**src/rtl/xfer_pkg.sv**
```systemverilog
package xfer_pkg;
  typedef enum logic [2:0] {
    ST_IDLE,
    ST_WAIT,
    ST_S1,
    ST_S2,
    ST_S3,
    ST_S4
  } seq_state_t;
endpackage

```
**src/rtl/xfer_req_merge.sv**
```systemverilog
module xfer_req_merge #(
  parameter int NCH = 4,
  localparam int IW = (NCH > 1) ? $clog2(NCH) : 1
) (
  input  logic           clk,
  input  logic           rst_n,
  input  logic [NCH-1:0] hw_req,
  input  logic [NCH-1:0] chan_mask,
  input  logic [NCH-1:0] sw_set,
  input  logic [NCH-1:0] sw_clr,
  output logic [NCH-1:0] eff,
  output logic           any,
  output logic [IW-1:0]  win_idx
);
  logic [NCH-1:0] sw_q, sw_d;

  // set wins over clear when both arrive in one cycle
  always_comb sw_d = (sw_q & ~sw_clr) | sw_set;

  always_ff @(posedge clk or negedge rst_n) begin
    if (!rst_n) sw_q <= '0;
    else        sw_q <= sw_d;
  end

  assign eff = (hw_req | sw_q) & ~chan_mask;
  assign any = |eff;

  // fixed priority: lowest index wins
  always_comb begin
    win_idx = '0;
    for (int i = NCH - 1; i >= 0; i--) begin
      if (eff[i]) win_idx = IW'(i);
    end
  end
endmodule

```
**src/rtl/xfer_temp_reg.sv**
```systemverilog
module xfer_temp_reg #(
  parameter int DW = 8
) (
  input  logic          clk,
  input  logic          rst_n,
  input  logic          load,
  input  logic [DW-1:0] d,
  output logic [DW-1:0] q
);
  always_ff @(posedge clk or negedge rst_n) begin
    if (!rst_n)    q <= '0;
    else if (load) q <= d;
  end
endmodule

```
**src/rtl/xfer_cycle_ctl.sv**
```systemverilog
module xfer_cycle_ctl
  import xfer_pkg::*;
#(
  parameter int NCH = 4,
  localparam int IW = (NCH > 1) ? $clog2(NCH) : 1
) (
  input  logic           clk,
  input  logic           rst_n,
  input  logic           pend,
  input  logic [NCH-1:0] eff,
  input  logic [IW-1:0]  win_idx,
  input  logic           gnt,
  input  logic [NCH-1:0] tc,
  input  logic           demand_mode,
  input  logic           dir_to_io,
  input  logic           m2m_en,
  input  logic           fill_en,
  output logic           bus_req,
  output logic           bus_oe,
  output logic [NCH-1:0] dack,
  output logic [NCH-1:0] step,
  output logic [NCH-1:0] sw_clr,
  output logic           load_tmp,
  output logic [IW-1:0]  addr_idx,
  output logic           mem_rd,
  output logic           mem_wr,
  output logic           io_rd,
  output logic           io_wr,
  output logic           data_oe
);
  seq_state_t st_q, st_d;
  logic [IW-1:0] sel_q, sel_d;
  logic ph_q, ph_d;
  logic mm_q, fill_q, dir_q;
  logic mode_ld;
  logic active, strb, io_act, in_s4;

  assign mode_ld = (st_q == ST_WAIT) && pend && gnt;

  always_comb begin
    st_d     = st_q;
    sel_d    = sel_q;
    ph_d     = ph_q;
    sw_clr   = '0;
    load_tmp = 1'b0;
    unique case (st_q)
      ST_IDLE: if (pend) st_d = ST_WAIT;
      ST_WAIT: begin
        if (!pend) st_d = ST_IDLE;
        else if (gnt) begin
          st_d  = ST_S1;
          sel_d = m2m_en ? '0 : win_idx;
          ph_d  = 1'b0;
        end
      end
      ST_S1: st_d = ST_S2;
      ST_S2: st_d = ST_S3;
      ST_S3: st_d = ST_S4;
      ST_S4: begin
        if (mm_q) begin
          if (!ph_q) begin
            load_tmp = 1'b1;
            ph_d     = 1'b1;
            st_d     = ST_S1;
          end else begin
            ph_d = 1'b0;
            if (tc[1]) begin
              sw_clr[0] = 1'b1;
              sw_clr[1] = 1'b1;
              st_d      = ST_IDLE;
            end else st_d = ST_S1;
          end
        end else if (tc[sel_q]) begin
          sw_clr[sel_q] = 1'b1;
          st_d          = ST_IDLE;
        end else if (demand_mode && !eff[sel_q]) st_d = ST_IDLE;
        else st_d = ST_S1;
      end
      default: st_d = ST_IDLE;
    endcase
  end

  always_ff @(posedge clk or negedge rst_n) begin
    if (!rst_n) begin
      st_q  <= ST_IDLE;
      sel_q <= '0;
      ph_q  <= 1'b0;
    end else begin
      st_q  <= st_d;
      sel_q <= sel_d;
      ph_q  <= ph_d;
    end
  end

  // mode captured once per bus tenure
  always_ff @(posedge clk or negedge rst_n) begin
    if (!rst_n) begin
      mm_q   <= 1'b0;
      fill_q <= 1'b0;
      dir_q  <= 1'b0;
    end else if (mode_ld) begin
      mm_q   <= m2m_en;
      fill_q <= fill_en;
      dir_q  <= dir_to_io;
    end
  end

  assign active  = (st_q == ST_S1) || (st_q == ST_S2) || (st_q == ST_S3) || (st_q == ST_S4);
  assign strb    = (st_q == ST_S3) || (st_q == ST_S4);
  assign in_s4   = (st_q == ST_S4);
  assign io_act  = active && !mm_q;
  assign bus_req = (st_q != ST_IDLE);
  assign bus_oe  = active;
  assign data_oe = active && mm_q && ph_q;
  assign mem_rd  = strb && (mm_q ? !ph_q : dir_q);
  assign mem_wr  = strb && (mm_q ? ph_q : !dir_q);
  assign io_rd   = strb && !mm_q && !dir_q;
  assign io_wr   = strb && !mm_q && dir_q;
  assign addr_idx = mm_q ? IW'(ph_q) : sel_q;

  for (genvar i = 0; i < NCH; i++) begin : g_chan
    localparam logic [IW-1:0] IDX = IW'(i);
    assign dack[i] = io_act && (sel_q == IDX);
    if (i == 0) begin : g_src
      assign step[i] = in_s4 && (mm_q ? (!ph_q && !fill_q) : (sel_q == IDX));
    end else if (i == 1) begin : g_dst
      assign step[i] = in_s4 && (mm_q ? ph_q : (sel_q == IDX));
    end else begin : g_oth
      assign step[i] = in_s4 && !mm_q && (sel_q == IDX);
    end
  end
endmodule

```
**src/rtl/xfer_sequencer.sv**
```systemverilog
module xfer_sequencer #(
  parameter int NCH = 4,
  parameter int AW  = 16,
  parameter int DW  = 8,
  localparam int IW = (NCH > 1) ? $clog2(NCH) : 1
) (
  input  logic              clk,
  input  logic              rst_n,
  input  logic [NCH-1:0]    hw_req,
  input  logic [NCH-1:0]    chan_mask,
  input  logic [NCH-1:0]    sw_set,
  input  logic              demand_mode,
  input  logic              dir_to_io,
  input  logic              m2m_en,
  input  logic              fill_en,
  output logic              bus_req,
  input  logic              bus_gnt,
  input  logic [NCH*AW-1:0] chan_addr,
  input  logic [NCH-1:0]    tc,
  output logic [NCH-1:0]    step,
  output logic [NCH-1:0]    dack,
  output logic              bus_oe,
  output logic [AW-1:0]     addr_out,
  output logic              mem_rd,
  output logic              mem_wr,
  output logic              io_rd,
  output logic              io_wr,
  input  logic [DW-1:0]     data_in,
  output logic [DW-1:0]     data_out,
  output logic              data_oe
);
  logic [1:0] rst_sync;
  logic rst_i_n;
  logic [NCH-1:0] eff, sw_clr;
  logic any, pend, load_tmp;
  logic [IW-1:0] win_idx, addr_idx;
  logic [DW-1:0] tmp_q;

  // asynchronous assert, synchronous release
  always_ff @(posedge clk or negedge rst_n) begin
    if (!rst_n) rst_sync <= 2'b00;
    else        rst_sync <= {rst_sync[0], 1'b1};
  end
  assign rst_i_n = rst_sync[1];

  xfer_req_merge #(.NCH(NCH)) u_req (
    .clk(clk), .rst_n(rst_i_n), .hw_req(hw_req), .chan_mask(chan_mask),
    .sw_set(sw_set), .sw_clr(sw_clr), .eff(eff), .any(any), .win_idx(win_idx)
  );

  assign pend = m2m_en ? eff[0] : any;

  xfer_cycle_ctl #(.NCH(NCH)) u_ctl (
    .clk(clk), .rst_n(rst_i_n), .pend(pend), .eff(eff), .win_idx(win_idx),
    .gnt(bus_gnt), .tc(tc), .demand_mode(demand_mode), .dir_to_io(dir_to_io),
    .m2m_en(m2m_en), .fill_en(fill_en), .bus_req(bus_req), .bus_oe(bus_oe),
    .dack(dack), .step(step), .sw_clr(sw_clr), .load_tmp(load_tmp),
    .addr_idx(addr_idx), .mem_rd(mem_rd), .mem_wr(mem_wr), .io_rd(io_rd),
    .io_wr(io_wr), .data_oe(data_oe)
  );

  xfer_temp_reg #(.DW(DW)) u_tmp (
    .clk(clk), .rst_n(rst_i_n), .load(load_tmp), .d(data_in), .q(tmp_q)
  );

  assign addr_out = bus_oe  ? chan_addr[addr_idx*AW +: AW] : '0;
  assign data_out = data_oe ? tmp_q : '0;
endmodule

```
**config.mk**
```make
export PLATFORM = sky130hd
export DESIGN_NAME = xfer_sequencer
export DESIGN_NICKNAME = d
export VERILOG_FILES = /design/src/rtl/xfer_pkg.sv /design/src/rtl/xfer_req_merge.sv /design/src/rtl/xfer_temp_reg.sv /design/src/rtl/xfer_cycle_ctl.sv /design/src/rtl/xfer_sequencer.sv
export SDC_FILE = /design/constraint.sdc
export NUM_CORES = 1
export LEC_CHECK = 0
export BUFFER_PORTS_ARGS = -buffer_cell sky130_fd_sc_hd__buf_2
export CORE_AREA = 3 3 71 73
export CTS_CLUSTER_DIAMETER = 200
export DETAILED_ROUTE_END_ITERATION = 12
export DIE_AREA = 0 0 74 76
export PLACE_DENSITY = 0.74
export SLEW_MARGIN = 40
export SYNTH_ARGS = -nofsm -noshare
export SYNTH_HDL_FRONTEND = slang
export SYNTH_SLANG_ARGS = --single-unit
```
**constraint.sdc**
```tcl
create_clock -name clk -period 2.2 [get_ports clk]
set_input_delay 0.44 -clock clk [delete_from_list [all_inputs] [get_ports clk]]
set_output_delay 0.44 -clock clk [all_outputs]
set_load 0.03 [all_outputs]
```
==> results of run 1 <==
## per-stage QoR
stage	power [mW]	setup TNS [ps]
global placement	2.41	0
floorplan	1.92	0
detailed placement	2.45	0
finish	2.99	-1890
global route	3.20	-3200
CTS	3.00	-2150
## timing repair
| action | in CTS | in global routing |
|---|---|---|
| endpoints found under the hold margin | 2 | 0 |
| hold buffers | 1 | 0 |
| endpoints found under the setup margin | 26 | 24 |
| resized for setup | 40 | 2 |
| cloned | 1 | 1 |
| setup buffers | 4 | 0 |
## worst max-delay path: stages (launching register included)
cell and delay [ps]:
sky130_fd_sc_hd__dfrtp_2 450, sky130_fd_sc_hd__nor2b_4 140, sky130_fd_sc_hd__buf_6 130, sky130_fd_sc_hd__clkbuf_16 140, sky130_fd_sc_hd__mux4_2 490, sky130_fd_sc_hd__and2_4 170
sky130_fd_sc_hd__buf_6 130
## state kept, by name, indices dropped and copies added (netlist names)
signal,flops
u_ctl.mm_q,1
u_ctl.ph_q,1
u_ctl.fill_q,1
u_req.sw_q,4
u_tmp.q,8
u_ctl.sel_q,2
rst_sync,2
u_ctl.dir_q,1
u_ctl.st_q,3
## per-layer routing
metal	up-vias	track usage (%)	wire length (µm)
met5	-	0	0
li1	903	-	-
met1	858	20.9	1980
met4	0	3.44	43
met2	98	39.2	3210
met3	4	3.03	565
## worst paths after layout
kind,start,to,cells past startpoint
worst min-delay path,rst_sync[1]$_DFF_PN0_,u_req.sw_q[1]$_DFF_PN0_,0
worst max register to register,u_ctl.st_q[1]$_DFFE_PN0P_,u_tmp.q[4]$_DFFE_PN0P_,4
min in group clk,rst_sync[0]$_DFF_PN0_,rst_sync[1]$_DFF_PN0_,0
max in group asynchronous,rst_n,rst_sync[1]$_DFF_PN0_,2
worst min register to register,rst_sync[1]$_DFF_PN0_,u_req.sw_q[1]$_DFF_PN0_,0
worst max-delay path,u_ctl.mm_q$_DFFE_PN0P_,addr_out[4],6
## report_power, final
| group | leakage [nW] | switching (mW) | total, mW | internal (mW) |
|---|---|---|---|---|
| combinational | 1.07 | 1.04 | 2.04 | 0.993 |
| clock | 0.0255 | 0.130 | 0.256 | 0.126 |
| sequential | 0.272 | 0.142 | 0.702 | 0.560 |
| total | 1.36 | 1.32 | 2.99 | 1.68 |
## Yosys cell counts, drive strengths merged, types with 2 or more instances
cell / instances
a21o: 4
nor2: 14
o21ai: 2
mux2: 11
a21oi: 5
o21ba: 2
nand3: 4
o2111ai: 3
nor2b: 2
nand2b: 3
o211ai: 2
o22ai: 2
and2: 25
buf: 7
nor3: 5
dfrtp: 23
o21bai: 3
mux4: 16
clkbuf: 3
nand2: 14
inv: 3
## final cells by class
type,instances,area (µm²),area share (%)
inverters,3,11.3,0.408
clock inverters,1,5.00,0.181
well taps,52,65.1,2.36
repair buffers,148,905,32.7
flip-flops and latches,23,578,20.9
clock buffers,3,41.3,1.49
multi-input cells,132,1160,41.9
## logic make-up after synthesis
logic type,share of synthesized area (%)
AOI/OAI and AO/OA,12.5
and+or+nand+nor,22.1
xor gates and xnor gates,0.496
DFF,32.6
buffers and inverters,4.11
muxes,28.0
other,0.212
## layout by cell type (no fill, tap or decap), drive strengths merged, types with 2 or more instances in the layout
| master | count |
|---|---|
| o2111ai | 3 |
| a21oi | 5 |
| nor3 | 5 |
| nor2 | 14 |
| mux4 | 16 |
| inv | 3 |
| mux2 | 11 |
| o21bai | 3 |
| and2 | 25 |
| o21ai | 2 |
| dfrtp | 23 |
| clkbuf | 4 |
| a21o | 4 |
| buf | 146 |
| nand2 | 14 |
| o21ba | 2 |
| o22ai | 2 |
| nand2b | 3 |
| nand3 | 4 |
| o211ai | 2 |
| nor2b | 2 |
==> summary.log, run 1 <==
INFO  status         status=complete, but fails checks
INFO  status         failing_checks=negative setup slack
INFO  hold_path      hold_class=reg2async
INFO  synthesis      ys.flop_type=sky130_fd_sc_hd__dfrtp_1
INFO  critical_path  r2r_slack=380ps
INFO  synthesis      synth-seq-cells=23
INFO  clocking       tritoncts_num_sinks=23
INFO  pwr            cellLeakagePower=1.36nW
INFO  critical_path  critical_path_required=1760ps
INFO  cells_and_area num_antenna_cells=0
INFO  die            floorplan.initialDensity=40.0%
INFO  clocking       cts_htree_levels=1
INFO  synthesis      post_synth.cell_area_avg=10.5µm²
INFO  sta            setup_viol=16
INFO  placed_design  place.detailed.hpwl=4.50mm
INFO  drt            post_dr_vias_cell=5.15
INFO  global_routing grt_max_degree=22
INFO  drt            detail_route.wirelength=5.80mm
INFO  placed_design  placement.cell_area=2530µm²
INFO  global_routing first_global_vias=1929
INFO  die            fp.dieW=74µm
INFO  clocking       clock-root-buffer=sky130_fd_sc_hd__clkbuf_8
INFO  synthesis      synth.cell_area=1770µm²
INFO  drt            via_total_after_detailed_routing=1863
INFO  clocking       cts_buffers=3
INFO  sta            slew_viol_final=0
INFO  die            floorplan.io_pins=134
INFO  sta            timing.clock.skew=4.04ps
INFO  synthesis      netlist.area_leader.share=32.6%
INFO  placed_design  portBuffers=133
INFO  synthesis      yosysWarningCount=0
INFO  drt            detailedRoute.firstPassIterationCount=4
INFO  cells_and_area stdcell_count=362
INFO  synthesis      dominant_cells_by_area_after_synthesis=sky130_fd_sc_hd__dfrtp_1, sky130_fd_sc_hd__mux4_2, sky130_fd_sc_hd__and2_1
INFO  sta            fin_crit_sh=107%
INFO  global_routing grtUsageTotal=19.7%
INFO  die            die_h=76µm
INFO  sta            rsz0062_at_grt=yes
INFO  pwr            pwr_density_cell=1080nW/µm²
INFO  cells_and_area finalInstanceArea=2760µm²
INFO  critical_path  critPathMaxFanout=5
INFO  placed_design  finalWeightedCongestion=0.783
INFO  global_routing antenna_found_initial=0
INFO  cells_and_area nFillCells=368
INFO  job            timing.max_cap.violations=0
INFO  cells_and_area finalCoreUtilization=62.6%
INFO  critical_path  timing.critical_path.from_type=flip-flop
INFO  synthesis      post_synthesis_instance_total=168
INFO  cells_and_area layout-area-overhead-vs-synth=56.5%
INFO  sta            maxClockFrequency=0.426GHz
INFO  drt            wire_per_inst=16.0µm
INFO  critical_path  cp_data_arrival_time=1910ps
INFO  placed_design  dp_slack=83.2ps
INFO  synthesis      netlist-cell-type-count=41
INFO  drt            detail_route.iter0.violations=38
INFO  pwr            vdd_ir_drop_max=0.494mV
INFO  sta            period_minus_slack=2350ps
INFO  synthesis      synth_enable_flop_cells=0
INFO  clocking       worstSkewPairLatency=260ps
INFO  sta            final_hold_violations=0
INFO  die            core.rowCount=24
INFO  global_routing global_route.overflow_total=0
INFO  drt            final_antenna_violating_net_count=0
INFO  global_routing global_route_wire_length_before_repair=8.89mm
INFO  synthesis      netlist.top_cell.by_area=sky130_fd_sc_hd__dfrtp_1
INFO  sta            fin_worst_hold_slack=220ps
INFO  placed_design  placedCellCount=352
INFO  critical_path  critical_path_class=reg2out
INFO  clocking       cts.reportedPaths.clkPinSlew=80ps
INFO  cells_and_area post_route_cells_drive_above_1_share=64.5%
INFO  drt            remaining_drc_errors=0
INFO  die            floorplan.core_area=4410µm²
INFO  critical_path  timing.critical_path.to_type=output pin
INFO  synthesis      mappedNetlistNets=263
INFO  sta            setup_ws=-147ps
INFO  synthesis      synth_seq_area_share=32.6%
INFO  clocking       cts_tree=done
INFO  synthesis      asyncSetResetFlopFracSynth=100%
INFO  die            die_area=5620µm²
INFO  clocking       cts.path.max_buffers=2
INFO  cells_and_area layout.nets=406
Power figures use the tool's default switching activity.
==> run 2: changes to the inputs <==
--- a/config.mk
+++ b/config.mk
@@ -6,11 +6,11 @@
 export NUM_CORES = 1
 export LEC_CHECK = 0
 export BUFFER_PORTS_ARGS = -buffer_cell sky130_fd_sc_hd__buf_2
-export CORE_AREA = 3 3 71 73
+export CORE_AREA = 3 3 75 77
 export CTS_CLUSTER_DIAMETER = 200
 export DETAILED_ROUTE_END_ITERATION = 12
-export DIE_AREA = 0 0 74 76
-export PLACE_DENSITY = 0.74
+export DIE_AREA = 0 0 78 80
+export PLACE_DENSITY = 0.7
 export SLEW_MARGIN = 40
 export SYNTH_ARGS = -nofsm -noshare
 export SYNTH_HDL_FRONTEND = slang
==> constraint.sdc (replaced) <==
create_clock -name clk -period 2.05 [get_ports clk]
set_input_delay 0.205 -clock clk [delete_from_list [all_inputs] [get_ports clk]]
set_output_delay 0.205 -clock clk [all_outputs]
set_load 0.03 [all_outputs]
==> summary.log, run 2 (synthesis results as in run 1) <==
INFO  status         status=complete, but fails checks
INFO  status         failing_checks=negative setup slack
INFO  drt            detail_route.iter0.violations=39 [+2.6%]
INFO  cells_and_area registers.top_by_ff_count=u_tmp.q
INFO  drt            detailedRoute.firstPassIterationCount=4 [unchanged]
INFO  sta            period_minus_slack=2070ps
INFO  clocking       tritoncts_num_sinks=23 [unchanged]
INFO  clocking       cts_tree=done
INFO  critical_path  timing.critical_path.to_type=output pin
INFO  critical_path  critical_path_class=reg2out
INFO  pwr            power.internal=1.75mW [+4.0%]
INFO  global_routing first_global_vias=1876 [-2.7%]
INFO  cells_and_area total_area_of_multi_input_combinational_cells=1130µm² [-1.9%]
INFO  drt            via_total_after_detailed_routing=1908 [+2.4%]
INFO  placed_design  place.detailed.hpwl=4.68mm [+3.9%]
INFO  global_routing global_route_wire_length_before_repair=8.61mm [-3.1%]
INFO  sta            setup_ws=-24.2ps [+123 ps]
INFO  die            die_area=6240µm² [+11%]
INFO  pwr            switching_power_total=1.38mW [+5.1%]
INFO  pwr            pwr_density_cell=1140nW/µm² [+5.0%]
INFO  placed_design  portBuffers=133 [unchanged]
INFO  cells_and_area largest_reg_flops=8 [unchanged]
INFO  job            timing.max_cap.violations=0 [unchanged]
INFO  placed_design  placement.cell_area=2570µm² [+1.5%]
INFO  cells_and_area finalCoreUtilization=54.1% [-8.4 points]
INFO  drt            detail_route.wirelength=5.72mm [-1.4%]
INFO  critical_path  cp_data_arrival_time=1870ps [-40 ps]
INFO  sta            timing.clock.skew=2.53ps [-1.52 ps]
INFO  cells_and_area num_antenna_cells=0 [unchanged]
INFO  cells_and_area register_area=578µm² [unchanged]
INFO  clocking       worstSkewPairLatency=260ps [about the same]
INFO  clocking       cts_buffers=3 [unchanged]
INFO  cells_and_area finalInstanceArea=2750µm² [-0.54%]
INFO  die            core.rowCount=26 [+8.3%]
INFO  sta            fin_crit_sh=101%
INFO  cells_and_area layout.nets=405 [-0.25%]
INFO  clocking       cts.path.max_buffers=2 [unchanged]
INFO  cells_and_area final_cell_mix=sky130_fd_sc_hd__buf_2, sky130_fd_sc_hd__and2_1, sky130_fd_sc_hd__dfrtp_1, sky130_fd_sc_hd__mux4_2, sky130_fd_sc_hd__buf_6
INFO  critical_path  critical_path_required=1850ps [+90 ps]
INFO  pwr            pwr-share-clk=9.0% [+0.4 points]
INFO  die            die_h=80µm [+5.3%]
INFO  global_routing antenna_found_initial=1 [+1]
INFO  cells_and_area reg_top3=u_tmp.q: 8 flops, u_req.sw_q: 4 flops, u_ctl.st_q: 3 flops
INFO  global_routing grt_max_degree=22 [unchanged]
INFO  critical_path  timing.critical_path.from_type=flip-flop
INFO  die            floorplan.io_pins=134 [unchanged]
INFO  sta            final_hold_violations=0 [unchanged]
INFO  global_routing grtUsageTotal=17.5% [-2.2 points]
INFO  cells_and_area post_route_cells_drive_above_1_share=61.8% [-2.7 points]
INFO  drt            wire_per_inst=15.1µm [-5.8%]
INFO  sta            maxClockFrequency=0.482GHz
INFO  clocking       clock-root-buffer=sky130_fd_sc_hd__clkbuf_8
INFO  hold_path      hold_class=in2reg
INFO  cells_and_area layout.cells.most_common=sky130_fd_sc_hd__buf_2
INFO  cells_and_area nFillCells=469 [+27%]
INFO  cells_and_area layout-area-overhead-vs-synth=55.6%
INFO  pwr            cellLeakagePower=1.34nW [-1.5%]
INFO  pwr            power.combinational.fraction=68.1% [about the same]
INFO  placed_design  finalWeightedCongestion=0.761 [-2.7%]
INFO  die            fp.dieW=78µm [+5.4%]
INFO  sta            setup_viol=1 [-15]
INFO  die            floorplan.initialDensity=34.8% [-5.2 points]
INFO  pwr            switching_share=44.2% [+0.27 points]
INFO  global_routing global_route.overflow_total=0 [unchanged]
INFO  drt            post_dr_vias_cell=5.03 [-2.2%]
INFO  pwr            p_seq_share=22.9% [-0.5 points]
INFO  drt            final_antenna_violating_net_count=0 [unchanged]
INFO  drt            remaining_drc_errors=0 [unchanged]
INFO  pwr            vdd_ir_drop_max=0.579mV [+17%]
INFO  sta            rsz0062_at_grt=yes
INFO  critical_path  critPathMaxFanout=14 [+9]
INFO  die            floorplan.core_area=5070µm² [+15%]
INFO  clocking       cts_htree_levels=1 [unchanged]
INFO  sta            fin_worst_hold_slack=111ps [-109 ps]
INFO  clocking       cts.reportedPaths.clkPinSlew=80ps [about the same]
INFO  sta            slew_viol_final=0 [unchanged]
## run 2: changes by cell type in the layout (fill, tap and decap cells not counted), sizes merged
cell | previous run | this run
clkbuf | 4 | 3
## run 2: worst paths after layout
kind,start,end,slack [ps],cells past startpoint
setup / recovery,u_ctl.mm_q$_DFFE_PN0P_,addr_out[4],-20,5
hold / removal,sw_set[0],u_req.sw_q[0]$_DFF_PN0_,110,2
setup reg to reg,u_ctl.st_q[1]$_DFFE_PN0P_,u_tmp.q[1]$_DFFE_PN0P_,260,4
hold reg to reg,rst_sync[1]$_DFF_PN0_,u_req.sw_q[3]$_DFF_PN0_,220,0
max in group asynchronous,rst_sync[1]$_DFF_PN0_,u_ctl.ph_q$_DFFE_PN0P_,1480,0
min in group asynchronous,rst_sync[1]$_DFF_PN0_,u_req.sw_q[3]$_DFF_PN0_,220,0
## run 2: routing by layer
layer	GRT usage, %	share of wire [%]	wire (µm)	up-vias
met5	0	0.16	9	-
met1	18.1	35	1980	901
met4	4.37	1.1	64	2
li1	-	-	-	896
met3	4.06	10	593	10
met2	34.9	54	3070	99
## run 2: power by group through the flow
stage                     registers (mW)  logic (mW)  clock network, mW
after floorplan                    0.666        1.39                  0
after global placement             0.728        1.85                  0
after detailed placement           0.736        1.87                  0
after CTS                          0.717        2.09              0.297
after global routing               0.740        2.27              0.314
final                              0.717        2.13              0.280
## run 2: what timing repair did
| item | in CTS | in global routing |
|---|---|---|
| endpoints found under the hold margin | 2 | 0 |
| setup buffers | 2 | 0 |
| resized for setup | 31 | 4 |
| setup endpoints to repair | 16 | 18 |
| hold buffers | 1 | 0 |
## run 2: area by class of cell
class | instances | area share [%]
multi-input cells | 132 | 41.3
inverters | 3 | 0.410
clock buffers | 3 | 1.50
well taps | 70 | 3.19
repair buffers | 147 | 32.4
clock inverters | 1 | 0.182
flip-flops and latches | 23 | 21.0
## run 2: worst max-delay path, cell delays in order (launching register included)
cell,delay [ps]
sky130_fd_sc_hd__dfrtp_1,420
sky130_fd_sc_hd__nor2b_4,160
sky130_fd_sc_hd__buf_12,180
sky130_fd_sc_hd__mux4_2,530
sky130_fd_sc_hd__and2_4,180
sky130_fd_sc_hd__buf_6,130
## run 2: through the flow
| step | setup slack, ps | instances | total power, mW | setup TNS, ps |
|---|---|---|---|---|
| CTS | -7.48 | 379 | 3.11 | -24.8 |
| detailed placement | 199 | 372 | 2.61 | 0 |
| global placement | 224 | 372 | 2.58 | 0 |
| global route | -97.9 | 379 | 3.33 | -1190 |
| floorplan | 200 | 168 | 2.06 | 0 |
| finish | -24.2 | 379 | 3.13 | -24.2 |
==> run 3: changes to the inputs <==
--- a/config.mk
+++ b/config.mk
@@ -5,12 +5,15 @@
 export SDC_FILE = /design/constraint.sdc
 export NUM_CORES = 1
 export LEC_CHECK = 0
+export ABC_AREA = 1
 export BUFFER_PORTS_ARGS = -buffer_cell sky130_fd_sc_hd__buf_2
-export CORE_AREA = 3 3 75 77
+export CELL_PAD_IN_SITES_DETAIL_PLACEMENT = 0
+export CELL_PAD_IN_SITES_GLOBAL_PLACEMENT = 1
+export CORE_AREA = 3 3 93 95
 export CTS_CLUSTER_DIAMETER = 200
 export DETAILED_ROUTE_END_ITERATION = 12
-export DIE_AREA = 0 0 78 80
-export PLACE_DENSITY = 0.7
+export DIE_AREA = 0 0 96 98
+export PLACE_DENSITY = 0.73
 export SLEW_MARGIN = 40
 export SYNTH_ARGS = -nofsm -noshare
 export SYNTH_HDL_FRONTEND = slang
==> summary.log, run 3 <==
INFO  status         status=complete, no violations
INFO  clocking       clock-root-buffer=sky130_fd_sc_hd__clkbuf_8
INFO  pwr            cellLeakagePower=1.57nW [+17%]
INFO  synthesis      ys.flop_type=sky130_fd_sc_hd__dfrtp_1
INFO  drt            via_total_after_detailed_routing=2419 [+27%]
INFO  cells_and_area post_route_cells_drive_above_1_share=42.5% [-19 points]
INFO  drt            final_antenna_violating_net_count=0 [unchanged]
INFO  clocking       cts_buffers=3 [unchanged]
INFO  clocking       cts.path.max_buffers=2 [unchanged]
INFO  critical_path  timing.critical_path.from_type=flip-flop
INFO  sta            fin_crit_sh=97.2% [-4.0 points]
INFO  drt            detail_route.iter0.violations=52 [+33%]
INFO  die            die_area=9410µm² [+51%]
INFO  die            die_h=98µm [+23%]
INFO  cells_and_area layout-area-overhead-vs-synth=52.0%
INFO  job            timing.max_cap.violations=0 [unchanged]
INFO  critical_path  cp_data_arrival_time=1790ps [-80 ps]
INFO  sta            final_hold_violations=0 [unchanged]
INFO  placed_design  placedCellCount=515 [+38%]
INFO  synthesis      post_synthesis_instance_total=284 [+69%]
INFO  sta            setup_viol=0 [-1]
INFO  drt            detail_route.wirelength=7.41mm [+30%]
INFO  synthesis      mappedNetlistNets=379 [+44%]
INFO  drt            detailedRoute.firstPassIterationCount=4 [unchanged]
INFO  cells_and_area layout.nets=524 [+29%]
INFO  placed_design  finalWeightedCongestion=0.814 [+7.0%]
INFO  synthesis      netlist-cell-type-count=32 [-22%]
INFO  global_routing grt_max_degree=33 [+50%]
INFO  critical_path  timing.critical_path.from=u_ctl.mm_q$_DFFE_PN0P_
INFO  placed_design  dp_slack=151ps [-48.5 ps]
INFO  hold_path      worstHoldStart=sw_set[0]
INFO  synthesis      synth-compound-area-share=30.3% [+18 points]
INFO  placed_design  place.detailed.hpwl=5.86mm [+25%]
INFO  clocking       worstSkewPairLatency=260ps [about the same]
INFO  die            core.rowCount=32 [+23%]
INFO  synthesis      dominant_cells_by_area_after_synthesis=sky130_fd_sc_hd__dfrtp_1, sky130_fd_sc_hd__nand2_1, sky130_fd_sc_hd__inv_1
INFO  synthesis      netlist.area_leader.share=29.2% [-3.4 points]
INFO  sta            maxClockFrequency=0.502GHz [+4.1%]
INFO  cells_and_area num_antenna_cells=0 [unchanged]
INFO  critical_path  critical_path_class=reg2out
INFO  synthesis      synth.cell_area=1970µm² [+12%]
INFO  die            floorplan.initialDensity=25.3% [-9.5 points]
INFO  drt            wire_per_inst=14.0µm [-7.3%]
INFO  sta            period_minus_slack=1990ps [-81.9 ps]
INFO  synthesis      netlist.top_cell.by_area=sky130_fd_sc_hd__dfrtp_1
INFO  drt            post_dr_vias_cell=4.56 [-9.3%]
INFO  critical_path  rr_startpoint=u_req.sw_q[3]$_DFF_PN0_
INFO  synthesis      synth_seq_area_share=29.2% [-3.4 points]
INFO  synthesis      synth-seq-cells=23 [unchanged]
INFO  clocking       tritoncts_num_sinks=23 [unchanged]
INFO  cells_and_area layout.cells.most_common=sky130_fd_sc_hd__buf_2
INFO  die            floorplan.core_area=7810µm² [+54%]
INFO  sta            fin_worst_hold_slack=108ps [-2.93 ps]
INFO  cells_and_area final_cell_mix=sky130_fd_sc_hd__buf_2, sky130_fd_sc_hd__nand2_1, sky130_fd_sc_hd__inv_1, sky130_fd_sc_hd__o21ai_0, sky130_fd_sc_hd__buf_4
INFO  cells_and_area registers.top_by_ff_count=u_tmp.q
INFO  synthesis      asyncSetResetFlopFracSynth=100% [unchanged]
INFO  synthesis      post_synth.cell_area_avg=6.94µm² [-34%]
INFO  synthesis      yosys.area_share.xor_xnor=0% [-0.50 points]
INFO  placed_design  placement.cell_area=2720µm² [+5.9%]
INFO  cells_and_area stdcell_count=530 [+40%]
INFO  sta            rsz0062_at_grt=yes
INFO  die            fp.dieW=96µm [+23%]
INFO  synthesis      yosys.area_share.simple=26.8% [+4.7 points]
INFO  drt            remaining_drc_errors=0 [unchanged]
INFO  synthesis      synth.cells.most_frequent=sky130_fd_sc_hd__nand2_1, sky130_fd_sc_hd__inv_1, sky130_fd_sc_hd__o21ai_0, sky130_fd_sc_hd__nor2_1, sky130_fd_sc_hd__dfrtp_1
INFO  clocking       cts_tree=done
INFO  cells_and_area largest_reg_flops=8 [unchanged]
INFO  cells_and_area reg_top3=u_tmp.q: 8 flops, u_req.sw_q: 4 flops, u_ctl.st_q: 3 flops
INFO  global_routing first_global_vias=2315 [+23%]
INFO  synthesis      synth_mux_area_share=0% [-28 points]
INFO  placed_design  portBuffers=133 [unchanged]
INFO  global_routing antenna_found_initial=0 [-1]
INFO  clocking       cts.reportedPaths.clkPinSlew=80ps [about the same]
INFO  critical_path  critical_path_required=1850ps [about the same]
INFO  global_routing grtUsageTotal=14.1% [-3.4 points]
INFO  global_routing global_route.overflow_total=0 [unchanged]
INFO  pwr            vdd_ir_drop_max=0.555mV [-4.1%]
INFO  sta            timing.clock.skew=6.01ps [+3.49 ps]
INFO  hold_path      hold_class=in2reg
INFO  die            floorplan.io_pins=134 [unchanged]
INFO  cells_and_area finalCoreUtilization=38.4% [-16 points]
INFO  synthesis      dominant_combinational_cell_family_by_area_after_synthesis=compound AO/OA/AOI/OAI gates
INFO  clocking       cts_htree_levels=1 [unchanged]
INFO  synthesis      synth_enable_flop_cells=0 [unchanged]
INFO  pwr            pwr_density_cell=1300nW/µm² [+14%]
INFO  critical_path  timing.critical_path.to_type=output pin
INFO  sta            slew_viol_final=0 [unchanged]
INFO  synthesis      synth.most_common_cell=sky130_fd_sc_hd__nand2_1
INFO  sta            setup_ws=57.6ps [+81.9 ps]
INFO  cells_and_area finalInstanceArea=3000µm² [+9.1%]
INFO  synthesis      yosysWarningCount=0 [unchanged]
INFO  global_routing global_route_wire_length_before_repair=10.6mm [+24%]
INFO  critical_path  critPathMaxFanout=8 [-6]
INFO  synthesis      synth_fa_ha_area_share=0% [unchanged]
-- run 3: cell types whose count changed in the layout (fill, tap and decap cells not counted), sizes merged, moves of 16 or more --
cell   delta
and2     -25
inv      +40
o21ai    +36
or2      +16
mux4     -16
nand2    +33
-- run 3: metrics by stage --
stage | total power [mW] | TNS [ps]
2_1_floorplan | 2.54 | 0
3_3_place_gp | 3.13 | 0
3_5_place_dp | 3.14 | 0
4_1_cts | 3.54 | 0
5_1_grt | 4.20 | -298
6_report | 3.89 | 0
-- run 3: power by group --
part	total, mW	internal (mW)	switching, mW
Sequential	0.743	0.621	0.122
Combinational	2.87	1.08	1.78
Clock	0.283	0.139	0.144
-- run 3: final cells by class --
class	instances	area (µm²)
Clock buffer	4	45.0
Sequential cell	23	577
Multi-Input combinational cell	206	1160
Inverter	43	171
Fill cell	845	4810
Tap cell	102	128
Timing Repair Buffer	152	913
-- run 3: metal layers --
layer | up-vias | track usage, % | wire length [µm]
li1 | 1222 | - | -
met1 | 1066 | 17.1 | 3060
met2 | 126 | 25.5 | 3550
met3 | 5 | 2.85 | 767
met4 | 0 | 2.63 | 45
met5 | - | 0 | 0
-- run 3: logic make-up (layout without fill, tap and decap cells) --
family	after synthesis	in the layout
other	1	1
buffers and inverters	55	199
AOI/OAI and AO/OA	98	98
DFF	23	23
and+or+nand+nor	107	107
-- run 3: worst max-delay path, stage by stage, from the launching register on --
cell,delay (ps)
sky130_fd_sc_hd__dfrtp_1,430
sky130_fd_sc_hd__inv_2,130
sky130_fd_sc_hd__nand2_4,80
sky130_fd_sc_hd__nand2_8,130
sky130_fd_sc_hd__clkbuf_16,170
sky130_fd_sc_hd__o21ai_2,50
sky130_fd_sc_hd__o21bai_1,150
sky130_fd_sc_hd__a21oi_1,190
sky130_fd_sc_hd__buf_4,190
-- run 3: path summary, 6_finish.rpt --
kind | endpoint | cells after the start | slack, ps
setup / recovery | addr_out[10] | 8 | 60
hold / removal | u_req.sw_q[0]$_DFF_PN0_ | 2 | 110
setup reg to reg | u_ctl.dir_q$_DFFE_PN0P_ | 8 | 550
hold reg to reg | u_ctl.sel_q[1]$_DFFE_PN0P_ | 0 | 170
max in group asynchronous | u_tmp.q[4]$_DFFE_PN0P_ | 1 | 1350
min in group asynchronous | u_ctl.sel_q[1]$_DFFE_PN0P_ | 0 | 170
-- run 3: what timing repair did --
item                                    4_1_cts  5_1_grt
endpoints found under the setup margin       26       16
hold buffers                                  1        0
buffers inserted                              3        4
hold endpoints to repair                      2        0
resized for setup                             6       40
gates cloned                                  0        3
pin swaps                                     3        5
